[src/rtl/cfg_port_pkg.sv]
package cfg_port_pkg;

  typedef enum logic [1:0] {
    SEL_NONE  = 2'd0,
    SEL_INDEX = 2'd1,
    SEL_KEY   = 2'd2,
    SEL_DATA  = 2'd3
  } port_sel_e;

  localparam int NUM_PORTS = 3;

endpackage

[src/rtl/cfg_port_decode.sv]
module cfg_port_decode
  import cfg_port_pkg::*;
#(
  parameter int          ADDR_W = 16,
  parameter logic [15:0] BASE   = 16'h0022
) (
  input  logic [ADDR_W-1:0] addr,
  output port_sel_e         sel
);

  logic [NUM_PORTS-1:0] hit;

  for (genvar g = 0; g < NUM_PORTS; g++) begin : g_hit
    localparam logic [ADDR_W-1:0] PORT_ADDR = ADDR_W'(BASE) + ADDR_W'(g);
    assign hit[g] = (addr == PORT_ADDR);
  end

  always_comb begin
    sel = SEL_NONE;
    if (hit[0])      sel = SEL_INDEX;
    else if (hit[1]) sel = SEL_KEY;
    else if (hit[2]) sel = SEL_DATA;
  end

endmodule

[src/rtl/cfg_port_index.sv]
module cfg_port_index #(
  parameter int DATA_W = 8
) (
  input  logic              clk,
  input  logic              rst,
  input  logic              load,
  input  logic [DATA_W-1:0] din,
  output logic [DATA_W-1:0] q
);

  always_ff @(posedge clk) begin
    if (rst)       q <= '0;
    else if (load) q <= din;
  end

endmodule

[src/rtl/cfg_port_arm.sv]
module cfg_port_arm #(
  parameter int DATA_W = 8
) (
  input  logic              clk,
  input  logic              rst,
  input  logic              key_wr,
  input  logic [DATA_W-1:0] key_val,
  input  logic [DATA_W-1:0] idx,
  input  logic              consume,
  output logic              armed
);

  localparam int HALF = DATA_W / 2;

  logic [DATA_W-1:0] expect_key;
  logic              key_ok;

  assign expect_key = {idx[HALF-1:0], idx[DATA_W-1:HALF]};
  assign key_ok     = key_wr && (key_val == expect_key);

  always_ff @(posedge clk) begin
    if (rst)          armed <= 1'b0;
    else if (key_ok)  armed <= 1'b1;
    else if (consume) armed <= 1'b0;
  end

endmodule

[src/rtl/cfg_port_rdmux.sv]
module cfg_port_rdmux
  import cfg_port_pkg::*;
#(
  parameter int DATA_W = 8
) (
  input  port_sel_e         sel,
  input  logic [DATA_W-1:0] idx,
  input  logic              armed,
  input  logic [DATA_W-1:0] rf_rdata,
  output logic [DATA_W-1:0] rdata
);

  localparam int HALF = DATA_W / 2;

  always_comb begin
    unique case (sel)
      SEL_INDEX: rdata = idx;
      SEL_KEY:   rdata = {idx[HALF-1:0], idx[DATA_W-1:HALF]};
      SEL_DATA:  rdata = armed ? rf_rdata : '1;
      default:   rdata = '1;
    endcase
  end

endmodule

[src/rtl/cfg_index_port.sv]
module cfg_index_port
  import cfg_port_pkg::*;
#(
  parameter int          ADDR_W = 16,
  parameter int          DATA_W = 8,
  parameter logic [15:0] BASE   = 16'h0022
) (
  input  logic              clk,
  input  logic              rst,
  input  logic [ADDR_W-1:0] io_addr,
  input  logic              io_wr,
  input  logic [DATA_W-1:0] io_wdata,
  input  logic              io_rd,
  output logic [DATA_W-1:0] io_rdata,
  output logic [DATA_W-1:0] rf_addr,
  input  logic [DATA_W-1:0] rf_rdata
);

  port_sel_e         sel;
  logic [DATA_W-1:0] idx_q;
  logic              armed_q;
  logic              idx_load;
  logic              key_wr;
  logic              consume;

  cfg_port_decode #(.ADDR_W(ADDR_W), .BASE(BASE)) u_dec (
    .addr (io_addr),
    .sel  (sel)
  );

  assign idx_load = io_wr && (sel == SEL_INDEX);
  assign key_wr   = io_wr && (sel == SEL_KEY);
  assign consume  = (io_wr || io_rd) && (sel == SEL_DATA);

  cfg_port_index #(.DATA_W(DATA_W)) u_idx (
    .clk  (clk),
    .rst  (rst),
    .load (idx_load),
    .din  (io_wdata),
    .q    (idx_q)
  );

  cfg_port_arm #(.DATA_W(DATA_W)) u_arm (
    .clk     (clk),
    .rst     (rst),
    .key_wr  (key_wr),
    .key_val (io_wdata),
    .idx     (idx_q),
    .consume (consume),
    .armed   (armed_q)
  );

  cfg_port_rdmux #(.DATA_W(DATA_W)) u_mux (
    .sel      (sel),
    .idx      (idx_q),
    .armed    (armed_q),
    .rf_rdata (rf_rdata),
    .rdata    (io_rdata)
  );

  assign rf_addr = idx_q;

endmodule

[config.mk]
export PLATFORM = sky130hd
export DESIGN_NAME = cfg_index_port
export DESIGN_NICKNAME = d
export VERILOG_FILES = /design/src/rtl/cfg_port_pkg.sv /design/src/rtl/cfg_port_decode.sv /design/src/rtl/cfg_port_index.sv /design/src/rtl/cfg_port_arm.sv /design/src/rtl/cfg_port_rdmux.sv /design/src/rtl/cfg_index_port.sv
export SDC_FILE = /design/constraint.sdc
export NUM_CORES = 1
export LEC_CHECK = 0
export ABC_CLOCK_PERIOD_IN_PS = 1400
export BUFFER_PORTS_ARGS = -buffer_cell sky130_fd_sc_hd__buf_2
export CORE_ASPECT_RATIO = 1.2
export CORE_MARGIN = 8
export CORE_UTILIZATION = 40
export CTS_CLUSTER_DIAMETER = 60
export DETAILED_ROUTE_END_ITERATION = 16
export GPL_TIMING_DRIVEN = 0
export PLACE_DENSITY = 0.77
export SLEW_MARGIN = 5
export SYNTH_ARGS = -nofsm -noshare
export SYNTH_HDL_FRONTEND = slang
export SYNTH_SLANG_ARGS = --single-unit
[constraint.sdc]
create_clock -name clk -period 1.4 [get_ports clk]
set_input_delay 0.07 -clock clk [delete_from_list [all_inputs] [get_ports clk]]
set_output_delay 0.07 -clock clk [all_outputs]
set_load 0.02 [all_outputs]
======== Yosys cells after proc, flatten, opt, wreduce, memory -nomap -nowiden ========
Cells that the tools add are included.
W data, S select, Z words.
storage, ports and cells
  register bits after elaboration ......... 9
  input port bits ......................... 36
  output and inout bits ................... 16
  word-level logic and storage cells ...... 22
cells by class
  equal/unequal tests ..................... 7
  muxes and demuxes ....................... 7
  reduce and logical (&&, ||, !) cells .... 6
operators with widths
  cell                   count
  $eq A16 B6 Y1 const B  3
  $pmux W8 S3            1
  $eq A8 B8 Y1           1
  $mux W8                1
  $mux W2                3
  $eq A2 B2 Y1 const B   2
  $logic_and A1 B1 Y1    4
  $eq A2 B1 Y1 const B   1
  $mux W1                2
  $reduce_bool A2 Y1     1
  $logic_or A1 B1 Y1     1

======== Logic depth before layout (Yosys ltp) ========
Gate-level depths: netlist of the first run.
  depth after elaboration ................. 8
  mapped depth ............................ 5
  depth with buffers taken out ............ 4

======== Hierarchy ========
Synthesis of the first run repeated with hierarchy kept, for this count alone.
unflattened totals
  cell total of the unflattened synthesis .. 84
  area total of the unflattened synthesis .. 769.5 um2
by module, submodules not included
  module           instances  cells each  area each (um2)  seq. area each (um2)
  cfg_port_index   1          26          285.3            160.2
  cfg_port_rdmux   1          29          251.5            0.0
  cfg_port_arm     1          15          123.9            20.0
  cfg_port_decode  1          11          81.3             0.0
  cfg_index_port   1          3           27.5             0.0

======== Least setup slack after synthesis of the first run ========
OpenSTA, ideal clock, no wires.
  path kind ............................... input-to-output
  from .................................... in io_addr[4]
  to ...................................... out io_rdata[6]
  arrival time ............................ 1.246 ns
  required time ........................... 1.330 ns
  path slack .............................. 0.084 ns
  stages on the path ...................... 4
  buffers on the path ..................... 0
  cells stage by stage .................... nor4b_4 -> nand2_1 -> nor4b_4 -> o2111ai_1
on the way
  word-level cells in the longest chain between the ends .. 6
  elaborated cells on any way between the ends .. 10
  those cells by class .................... eq/ne: 6; mux: 4
RTL lines
  item                                                 line                   text
  start, declared                                      cfg_index_port.sv:10   input logic [ADDR_W-1:0] io_addr,
  $eq A16 B6 Y1                                        cfg_port_decode.sv:15  assign hit[g] = (addr == PORT_ADDR);
  $mux W2                                              cfg_port_decode.sv:22  else if (hit[2]) sel = SEL_DATA;
  $mux W2                                              cfg_port_decode.sv:21  else if (hit[1]) sel = SEL_KEY;
  $mux W2 *                                            cfg_port_decode.sv:20  if (hit[0]) sel = SEL_INDEX;
  $eq A2 B2 Y1 / $eq A2 B1 Y1 (equally long branches)  cfg_port_rdmux.sv:16   unique case (sel)
  $pmux W8 S3 *                                        cfg_port_rdmux.sv:16
  end, declared                                        cfg_index_port.sv:14   output logic [DATA_W-1:0] io_rdata,
Every way passes the cells marked *; elsewhere a longest branch is shown, timed or not.

======== Worst setup path in the final report of the first run ========
  from .................................... in io_addr[4]
  to ...................................... out io_rdata[0]
The elaborated chain is that of the path after synthesis.

==> summary.txt, run 1 <==
Pwr
  • VDD IR max: 0.0005170 V
  • Leakage power: 0.0005330 uW
  • Power Dens Cells: 456.2 mW/mm^2

GRT
  • Largest net degree at the start of global routing: 11
  • Global-route wire length before repair: 4.360 mm
  • GR Overflow Total: 0
  • Initial antenna violation count: 0
  • Vias in the first global route: 1003
  • Total track usage: 0.1379

Place
  • GP Congestion: 0.8304
  • IO buf count: 50
  • Placed Instance Area: 0.001075 sq mm
  • HPWL Detailed: 2.017 mm

Clocking
  • Later-pin clock latency in the skew report: 0.26 ns
  • H-tree Lvls: 1
  • Sinks on Clock Net: 9
  • Total CTS buffers: 3
  • Clk root buf: clkbuf_4
  • CTS tree: yes
  • Clk buf depth: 2
  • Reg clk slew, reported paths: approximately 0.060 ns

Timing
  • Final hold vios: 0
  • Hold Slack: 0.08210 ns
  • Setup Viol. Count Final: 8
  • F_max: 0.6971 GHz
  • Post-layout minimum cycle time: 1.435 ns
  • Max Slew Vio Count: 0
  • Setup TNS: -0.1902 ns
  • Final Skew: 0.006622 ns
  • Final WS setup: -0.03450 ns
  • Fin crit share: 1.025
  • Worst-margin pin slew: approximately 0.51 ns
  • Slew headroom: 0.6567
  • RSZ-0062 raised after global routing: yes

Synthesis
  • Syn Nets: 139
  • Post-synth top area share: 0.2250
  • Synthesized netlist cell count: about 100
  • Yosys cell types: 27
  • Flops & latches, synth: 9
  • Ys Warns: 0
  • Top post-synthesis cells by area: dfxtp_1, nor4b_4, nand2_1
  • Cell area after synthesis: 800.8 sq um
  • Sequential area share after synthesis: 0.2250
  • Yosys top cell by area: dfxtp_1
  • Syn_area_per_cell: 7.774 sq um

Worst setup path
  • CP peak stage delay: about 0.33 ns
  • Critical Path End Type: output pin
  • Critical path's slowest cell: nor4b_4
  • Startpoint Class: primary input
  • Critical path peak fanout: 9
  • CP dominant cell by count: buf_4
  • Critical setup path kind: in2out
  • Critical path arrival: 1.36 ns
  • CP required: roughly 1.3 ns
  • CP Cell Sequence: buf_2 > nor4b_4 > buf_4 > and4_1 > buf_4 > nand2_1 > o2111ai_2 > buf_6

Floorplanning
  • FP Rows: 17
  • Overall die area: roughly 0.0037 sq mm
  • Die height: roughly 65 um
  • Chip Width: 56.85 um
  • I/O pin total: 52
  • Core region area: 0.001872 sq mm
  • Starting Density: 0.4278

Drt
  • Pre-antenna DRT Iters: 4
  • Vias: 998
  • DR WL/cell: 15.20 um
  • Initial DRC Count: 21
  • Drt via density: ~5.5
  • Total Wirelength: 2.782 mm
  • DRC Markers: 0
  • Antenna Violating Nets Remaining: 0

Finish
  • Cell area after layout: about 0.0013 sq mm
  • Post-synthesis to final-layout area growth: 57.19%
  • Layout net count: 201
  • Antenna cells: 0
  • Fill count: 158
  • Share of layout cells above drive strength 1: 0.4573
  • Utilization after layout: 0.6725

Worst hold path
  • Worst hold path class: in2reg

Status
  • Failing checks: negative setup slack
  • Status: finished, violations left

Run
  • Max-Cap Viols: 0
==> synth_stat cells <==
cell type and n:
nor3_1 1, dfxtp_1 9, nand4_1 5, and4_1 1
xnor2_1 1, and4bb_2 1, nor4_4 1, and2_1 2
o21ai_0 9, buf_6 1, buf_2 2, nor4b_1 1
nor4_1 1, nor4b_4 3, nor2b_1 5, nand2_1 18
nor2_1 2, buf_1 1, o2111ai_1 5, inv_1 3
xor2_1 7, a21oi_1 9, nand3_1 9, and3_1 1
nor4_2 1, mux2i_1 1, a21o_1 3
==> sequential cells by signal (all words and copies together), names as in the netlist <==
| register | count |
|---|---|
| u_arm.armed | 1 |
| u_idx.q | 8 |
==> metrics by stage <==
stage | setup WS [ns] | total power (uW) | std cells
final | -0.03450 | 574.3 | 183
after detailed placement | -0.2123 | 366.8 | 172
after global routing | -0.1229 | 604.3 | 183
after global placement | -0.2011 | 364.9 | 172
after CTS | -0.01373 | 575.4 | 182
after floorplan | 0.08407 | 296.5 | 103
==> final timing paths <==
check | cells after the start | start | to | slack (ns)
worst min-delay path | 3 | io_wdata[4] | u_idx.q[4] | 0.08
worst min register to register | 2 | u_idx.q[7] | u_idx.q[7] | 0.54
worst max register to register | 4 | u_idx.q[1] | u_arm.armed | 0.27
worst max-delay path | 8 | io_addr[4] | io_rdata[0] | -0.03
==> final cells by class <==
type	instances	area, sq um	area share
Multi-Input combinational cell	87	626.9	0.4980
Timing Repair Buffer	57	362.8	0.2883
Sequential cell	9	180.2	0.1431
Buffer	4	27.53	0.02187
Clock buffer	4	26.28	0.02087
Tap cell	19	23.77	0.01889
Inverter	3	11.26	0.008946
==> cells by family after synthesis <==
logic type | share of synthesized area
multiplexers | 0.01250
flip-flops | 0.2250
XOR/XNOR | 0.08750
buffers and inverters | 0.04531
AO/OA/AOI/OAI | 0.1953
AND/OR/NAND/NOR | 0.4344
==> worst max-delay path, delay by kind of cell <==
kind | cells | cell delay [ns]
simple gates | 3 | 0.60
buf+inv | 4 | 0.59
compound gates | 1 | 0.11
==> power breakdown <==
part,internal [uW],switching (uW)
combinational,62.6,56.4
clock,110,89.5
sequential,256,0.00281
==> metal layers <==
layer,track usage,vias up,routed length (um)
met5,0,-,0
met4,0.03529,0,0
li1,-,501,-
met3,0.03314,0,166
met1,0.1577,456,1124
met2,0.2486,41,1491
==> layout by cell type (no fill, tap or decap), types with 7 or more instances in the layout <==
cell     count
a21oi_1      9
o21ai_0      8
nand2_1     17
buf_6       11
nand3_1      9
dfxtp_1      9
buf_4        7
buf_2       42
xor2_1       7
==> timing repair <==
item                                    4_1_cts  5_1_grt
endpoints found under the setup margin        8        8
hold buffers                                  0        0
resized for setup                            18        9
hold endpoints to repair                      0        0
pin swaps                                     6        6
buffers inserted                              6        1
Power figures use the tool's default switching activity.
==> run 2: changes to the inputs <==
--- a/config.mk
+++ b/config.mk
@@ -16,2 +16,3 @@
 export PLACE_DENSITY = 0.77
+export SETUP_SLACK_MARGIN = 0.4
 export SLEW_MARGIN = 5
@@ -19,2 +20,3 @@
 export SYNTH_HDL_FRONTEND = slang
+export SYNTH_HIERARCHICAL = 1
 export SYNTH_SLANG_ARGS = --single-unit
==> constraint.sdc (replaced) <==
create_clock -name clk -period 1.4 [get_ports clk]
set_input_delay 0 -clock clk [delete_from_list [all_inputs] [get_ports clk]]
set_output_delay 0 -clock clk [all_outputs]
set_load 0.02 [all_outputs]
==> run 2 against run 1 <==
The run still ends with negative setup slack left. Synthesized cell count down 18%. Clock-buffer cell count unchanged. Register-to-register slack gained 0.05 ns. Wire length grew 3.6%. Critical path type unchanged. Largest power group unchanged. Highest routed layer is now met4.
==> summary.txt, run 2 <==
Status
  • Status: finished, violations left
  • Failing checks: negative setup slack

Worst setup path
  • R2r setup slk: ~0.32 ns
  • Critical Path End Type: output pin
  • Startpoint Class: primary input
  • CP required: 1.40 ns
  • Critical path arrival: 1.60 ns
  • Critical path peak fanout: 6
  • Critical setup path kind: in2out

Timing
  • Post-layout minimum cycle time: 1.597 ns
  • Final Skew: 0.005479 ns
  • Worst-margin pin slew: 0.3968 ns
  • Setup Viol. Count Final: 16
  • Max Slew Vio Count: 0
  • Final hold vios: 0
  • RSZ-0062 raised after global routing: yes
  • Fin crit share: 1.141
  • F_max: about 0.63 GHz
  • Final WS setup: -0.1974 ns
  • Slew headroom: 0.7336

Floorplanning
  • Die height: 64.05 um
  • Chip Width: 56.04 um
  • Core region area: 0.001829 sq mm
  • FP Rows: 17
  • Starting Density: 0.4207
  • Overall die area: between 0.003 and 0.004 sq mm
  • I/O pin total: 52

Drt
  • Vias: ~900
  • DRC Markers: 0
  • DR WL/cell: 16.95 um
  • Initial DRC Count: 16
  • Drt via density: 5.453
  • Total Wirelength: 2.881 mm
  • Antenna Violating Nets Remaining: 0
  • Pre-antenna DRT Iters: 4

Pwr
  • Switching Share: 0.2464
  • Reg power frac: 0.447
  • Leakage power: between 0.0005 and 0.0006 uW
  • Logic pwr share: 0.199
  • Power Dens Cells: between 400 and 500 mW/mm^2
  • Internal power: around 430 uW
  • VDD IR max: 0.0004511 V
  • Psw: between 100 and 150 uW
  • Clock share of power: 0.355

Synthesis
  • Asr flop ratio synth: 0
  • Sequential area share after synthesis: 0.2341
  • Top post-synthesis cells by area: dfxtp_1, o211a_1, mux2i_1
  • Synthesized netlist cell count: 84
  • Yosys top cell by area: dfxtp_1
  • EDFF count, synth: 0
  • Commonest cells post-synth: nor2_1, dfxtp_1, o211a_1, xnor2_1
  • Syn_area_per_cell: 9.161 sq um
  • Most common cell in the netlist: nor2_1
  • Syn Nets: 120
  • Yosys cell types: 22
  • Cell area after synthesis: between 700 and 800 sq um
  • Post-synth top area share: 0.2341
  • Flops & latches, synth: 9
  • Primary FF master, synth: dfxtp_1
  • Ys Warns: 6

Place
  • Placed Instance Area: 0.001076 sq mm
  • IO buf count: 51
  • GP Congestion: 0.7228

Clocking
  • CTS tree: yes
  • Reg clk slew, reported paths: 0.06 ns
  • Later-pin clock latency in the skew report: 0.26 ns
  • Clk root buf: clkbuf_4
  • Total CTS buffers: 3
  • Sinks on Clock Net: 9
  • H-tree Lvls: 1
  • Clk buf depth: 2

Finish
  • Most common cell after layout, fill and taps aside: buf_2
  • Antenna cells: 0
  • Biggest regs: u_idx/q: 8 flops, u_arm/armed: 1 flops
  • Largest register by flop count: u_idx/q
  • Cell area after layout: 0.001325 sq mm
  • Layout net count: 188
  • Max reg flops: 8
  • Post-synthesis to final-layout area growth: 72.20%
  • Share of layout cells above drive strength 1: 0.5099
  • Most frequent cells in the layout: buf_2, buf_6, nor2_1
  • Utilization after layout: 0.7244

GRT
  • GR Overflow Total: 0
  • Largest net degree at the start of global routing: 11
  • Initial antenna violation count: 0
  • Total track usage: 0.1537
  • Global-route wire length before repair: 4.588 mm
  • Vias in the first global route: 982

Run
  • Max-Cap Viols: 0

Worst hold path
  • Worst hold path class: in2reg
run 2: logic make-up (layout without fill, tap and decap cells):
| logic type | after synthesis | count (layout) | synth area share |
|---|---|---|---|
| muxes | 8 | 8 | 0.1041 |
| and+or+nand+nor | 41 | 42 | 0.3740 |
| xor gates and xnor gates | 9 | 9 | 0.1024 |
| buffers and inverters | 6 | 71 | 0.05203 |
| DFF | 9 | 9 | 0.2341 |
| AOI/OAI and AO/OA | 11 | 12 | 0.1333 |
run 2: layer usage:
metal,vias up,GRT usage,routed length [um]
met5,-,0,0
met2,35,0.2694,1494
li1,457,-,-
met4,0,0.08735,75
met3,7,0.03557,172
met1,428,0.1642,1140
run 2: power by group through the flow:
stage,Combinational (uW),Clock (uW),Sequential [uW]
after floorplan,30.9,0,262
after global placement,93.2,0,262
after detailed placement,96.0,0,262
after CTS,110,213,256
after global routing,122,219,256
final,114,203,256
run 2: final cells by class:
cell class / count / area, sq um
fill: 141 / 504.2
clock buffer: 4 / 26.28
multi-input combinational: 71 / 624.3
buffer: 6 / 52.55
sequential: 9 / 180.2
tap: 19 / 23.77
timing repair buffer: 61 / 417.9
run 2: timing repair:
item | CTS | global route
buffers inserted | 5 | 2
hold endpoints to repair | 2 | 0
cloned | 1 | 2
hold buffers | 2 | 0
gates resized for setup | 26 | 8
pin swaps | 9 | 9
endpoints found under the setup margin | 17 | 17
run 2: critical path, stage by stage:
cell     delay [ns]
buf_6          0.10
nor4_4         0.25
nand4_1        0.14
buf_6          0.16
a21oi_4        0.18
buf_6          0.14
or3b_1         0.35
o211a_1        0.14
buf_6          0.13
run 2: final timing paths:
kind / from / endpoint / cells past startpoint
worst max-delay path: io_addr[10] / io_rdata[2] / 9
worst min-delay path: io_wdata[7] / u_idx/q[7] / 3
worst max register to register: u_idx/q[6] / u_arm/armed / 3
worst min register to register: u_arm/armed / u_arm/armed / 2
run 2: metrics by stage:
step                total power, uW  cells  setup slack [ns]  setup TNS [ns]  hold WS [ns]
floorplan                     292.6     84          -0.02680         -0.2310        0.1472
global placement              355.0    154           -0.3376          -4.702        0.2615
detailed placement            357.8    154           -0.3798          -5.438        0.2795
CTS                           579.1    166           -0.1824          -1.553      0.001622
global route                  597.3    170           -0.2695          -2.978       0.02531
finish                        573.0    170           -0.1974          -1.392      0.008464
==> run 3: changes to the inputs <==
- PLACE_DENSITY: 0.77 -> unset
- PLACE_DENSITY_LB_ADDON: unset -> 0.1
==> run 3 against run 2 <==
The run still ends with negative setup slack left. Design area shrank 5.5%. Largest power group unchanged. Final cell count shrank 2.9%. Sequential share of layout area grew 0.79 points.
==> summary.txt, run 3 (synthesis gave the netlist of run 2 again) <==
Timing
  • Final WS setup: -0.2331 ns
  • Final Skew: between 0.004 and 0.005 ns
  • F_max: 0.6123 GHz
  • RSZ-0062 raised after global routing: yes
  • Setup TNS: -3.232 ns
  • Setup Viol. Count Final: 16
  • Fin crit share: 1.167
  • Slew headroom: 0.7747
  • Final hold vios: 0
  • Post-layout minimum cycle time: between 1.5 and 2 ns
  • Worst-margin pin slew: 0.3380 ns
  • Max Slew Vio Count: 0

Worst setup path
  • Critical path arrival: 1.76 ns
  • Critical path peak fanout: 8
  • CP dominant cell by count: buf_6
  • CP required: between 1.5 and 2 ns
  • CP peak stage delay: 0.27 ns
  • Critical path's slowest cell: nor4_4
  • Startpoint Class: primary input
  • CP Cell Sequence: buf_6 > nor4_4 > nand4_1 > buf_4 > nor3_4 > buf_6 > and3b_1 > buf_6 > mux2i_1 > nor2_1
  • Critical setup path kind: in2reg
  • Critical Path End Type: flop

Pwr
  • VDD IR max: 0.0004080 V
  • Power, Total: 559.9 uW
  • Power Dens Cells: 447.0 mW/mm^2
  • Leakage power: about 0.00053 uW

Floorplanning
  • I/O pin total: 52
  • Core region area: 0.001829 sq mm
  • Starting Density: 0.4207
  • Die height: around 64 um
  • FP Rows: 17
  • Chip Width: 56.04 um
  • Overall die area: about 0.0036 sq mm

Clocking
  • Clk buf depth: 2
  • Clk root buf: clkbuf_4
  • Total CTS buffers: 3
  • Reg clk slew, reported paths: 0.06 ns
  • H-tree Lvls: 1
  • Sinks on Clock Net: 9
  • Later-pin clock latency in the skew report: 0.26 ns
  • CTS tree: yes

Status
  • Status: finished, violations left
  • Failing checks: negative setup slack

GRT
  • Initial antenna violation count: 0
  • Vias in the first global route: 939
  • GR Overflow Total: 0
  • Largest net degree at the start of global routing: 11
  • Global-route wire length before repair: 4.153 mm
  • Total track usage: 0.1381

Finish
  • Most common cell after layout, fill and taps aside: buf_2
  • Biggest regs: u_idx/q: 8 flops, u_arm/armed: 1 flops
  • Max reg flops: 8
  • Cell area after layout: approximately 0.0013 sq mm
  • Antenna cells: 0
  • Layout net count: 183
  • Post-synthesis to final-layout area growth: 62.76%
  • Share of layout cells above drive strength 1: 0.4863
  • Most frequent cells in the layout: buf_2, buf_6, nor2_1
  • Largest register by flop count: u_idx/q
  • Utilization after layout: 0.6847

Worst hold path
  • Worst hold path class: in2reg

Drt
  • DR WL/cell: 15.46 um
  • Drt via density: 5.339
  • Vias: approximately 880
  • Antenna Violating Nets Remaining: 0
  • Total Wirelength: around 2.6 mm
  • Initial DRC Count: 10
  • DRC Markers: 0
  • Pre-antenna DRT Iters: 4

Place
  • IO buf count: 51
  • Placed Instance Area: 0.001076 sq mm
  • GP Congestion: 0.7785
  • Worst slack at placement: -0.4340 ns
  • HPWL Detailed: about 2.0 mm

Run
  • Max-Cap Viols: 0
run 3: changes by cell type in the layout (fill, tap and decap cells not counted):
cell     previous run  this run
or3b_4              4         0
buf_4               6         4
buf_6              18        16
buf_2              39        40
mux2i_2             1         0
mux2i_1             7         8
or3b_2              0         4
nor3_2              1         0
a21oi_4             2         1
run 3: metrics by stage:
stage | cells | hold slack, ns
finish | 165 | 0.007855
global route | 165 | 0.02065
CTS | 165 | 0.002192
detailed placement | 154 | 0.2706
global placement | 154 | 0.2604
floorplan | 84 | 0.1472
run 3: worst max-delay path, delay by kind of cell:
kind                   cells  cell delay, ns
and+or+nand+nor            5            0.96
buffers and inverters      4            0.60
muxes                      1            0.21
run 3: final timing paths:
path | cells past startpoint | start | slack [ns] | endpoint
worst min-delay path | 3 | io_wdata[5] | 0.008 | u_idx/q[5]
worst max-delay path | 10 | io_addr[8] | -0.23 | u_idx/q[4]
worst min register to register | 2 | u_arm/armed | 0.45 | u_arm/armed
worst max register to register | 3 | u_idx/q[5] | 0.42 | u_arm/armed
run 3: layout make-up:
class,count,area [sq um]
multi-input combinational,69,584.3
clock buffer,4,26.28
sequential,9,180.2
timing repair buffer,58,385.4
tap,19,23.77
buffer,6,52.55
fill,168,576.8
run 3: timing repair:
action / CTS / global route
endpoints found under the hold margin: 2 / 0
gates resized for setup: 22 / 3
pin swaps: 3 / 8
hold buffers: 2 / 0
setup endpoints to repair: 17 / 17
buffers inserted: 5 / 0
run 3: routing by layer:
metal / global-route usage / share of wire / vias up
met3: 0.03953 / 0.067 / 6
met4: 0.06928 / 0.015 / 0
met1: 0.1425 / 0.38 / 400
met2: 0.2472 / 0.54 / 33
met5: 0 / 0 / -
li1: - / - / 442
run 3: where the power goes:
part           internal, uW  total (uW)  switching [uW]
Clock                   110         197            87.6
Combinational          63.8         107            42.9
Sequential              256         256         0.00563
Total                   429         560             130
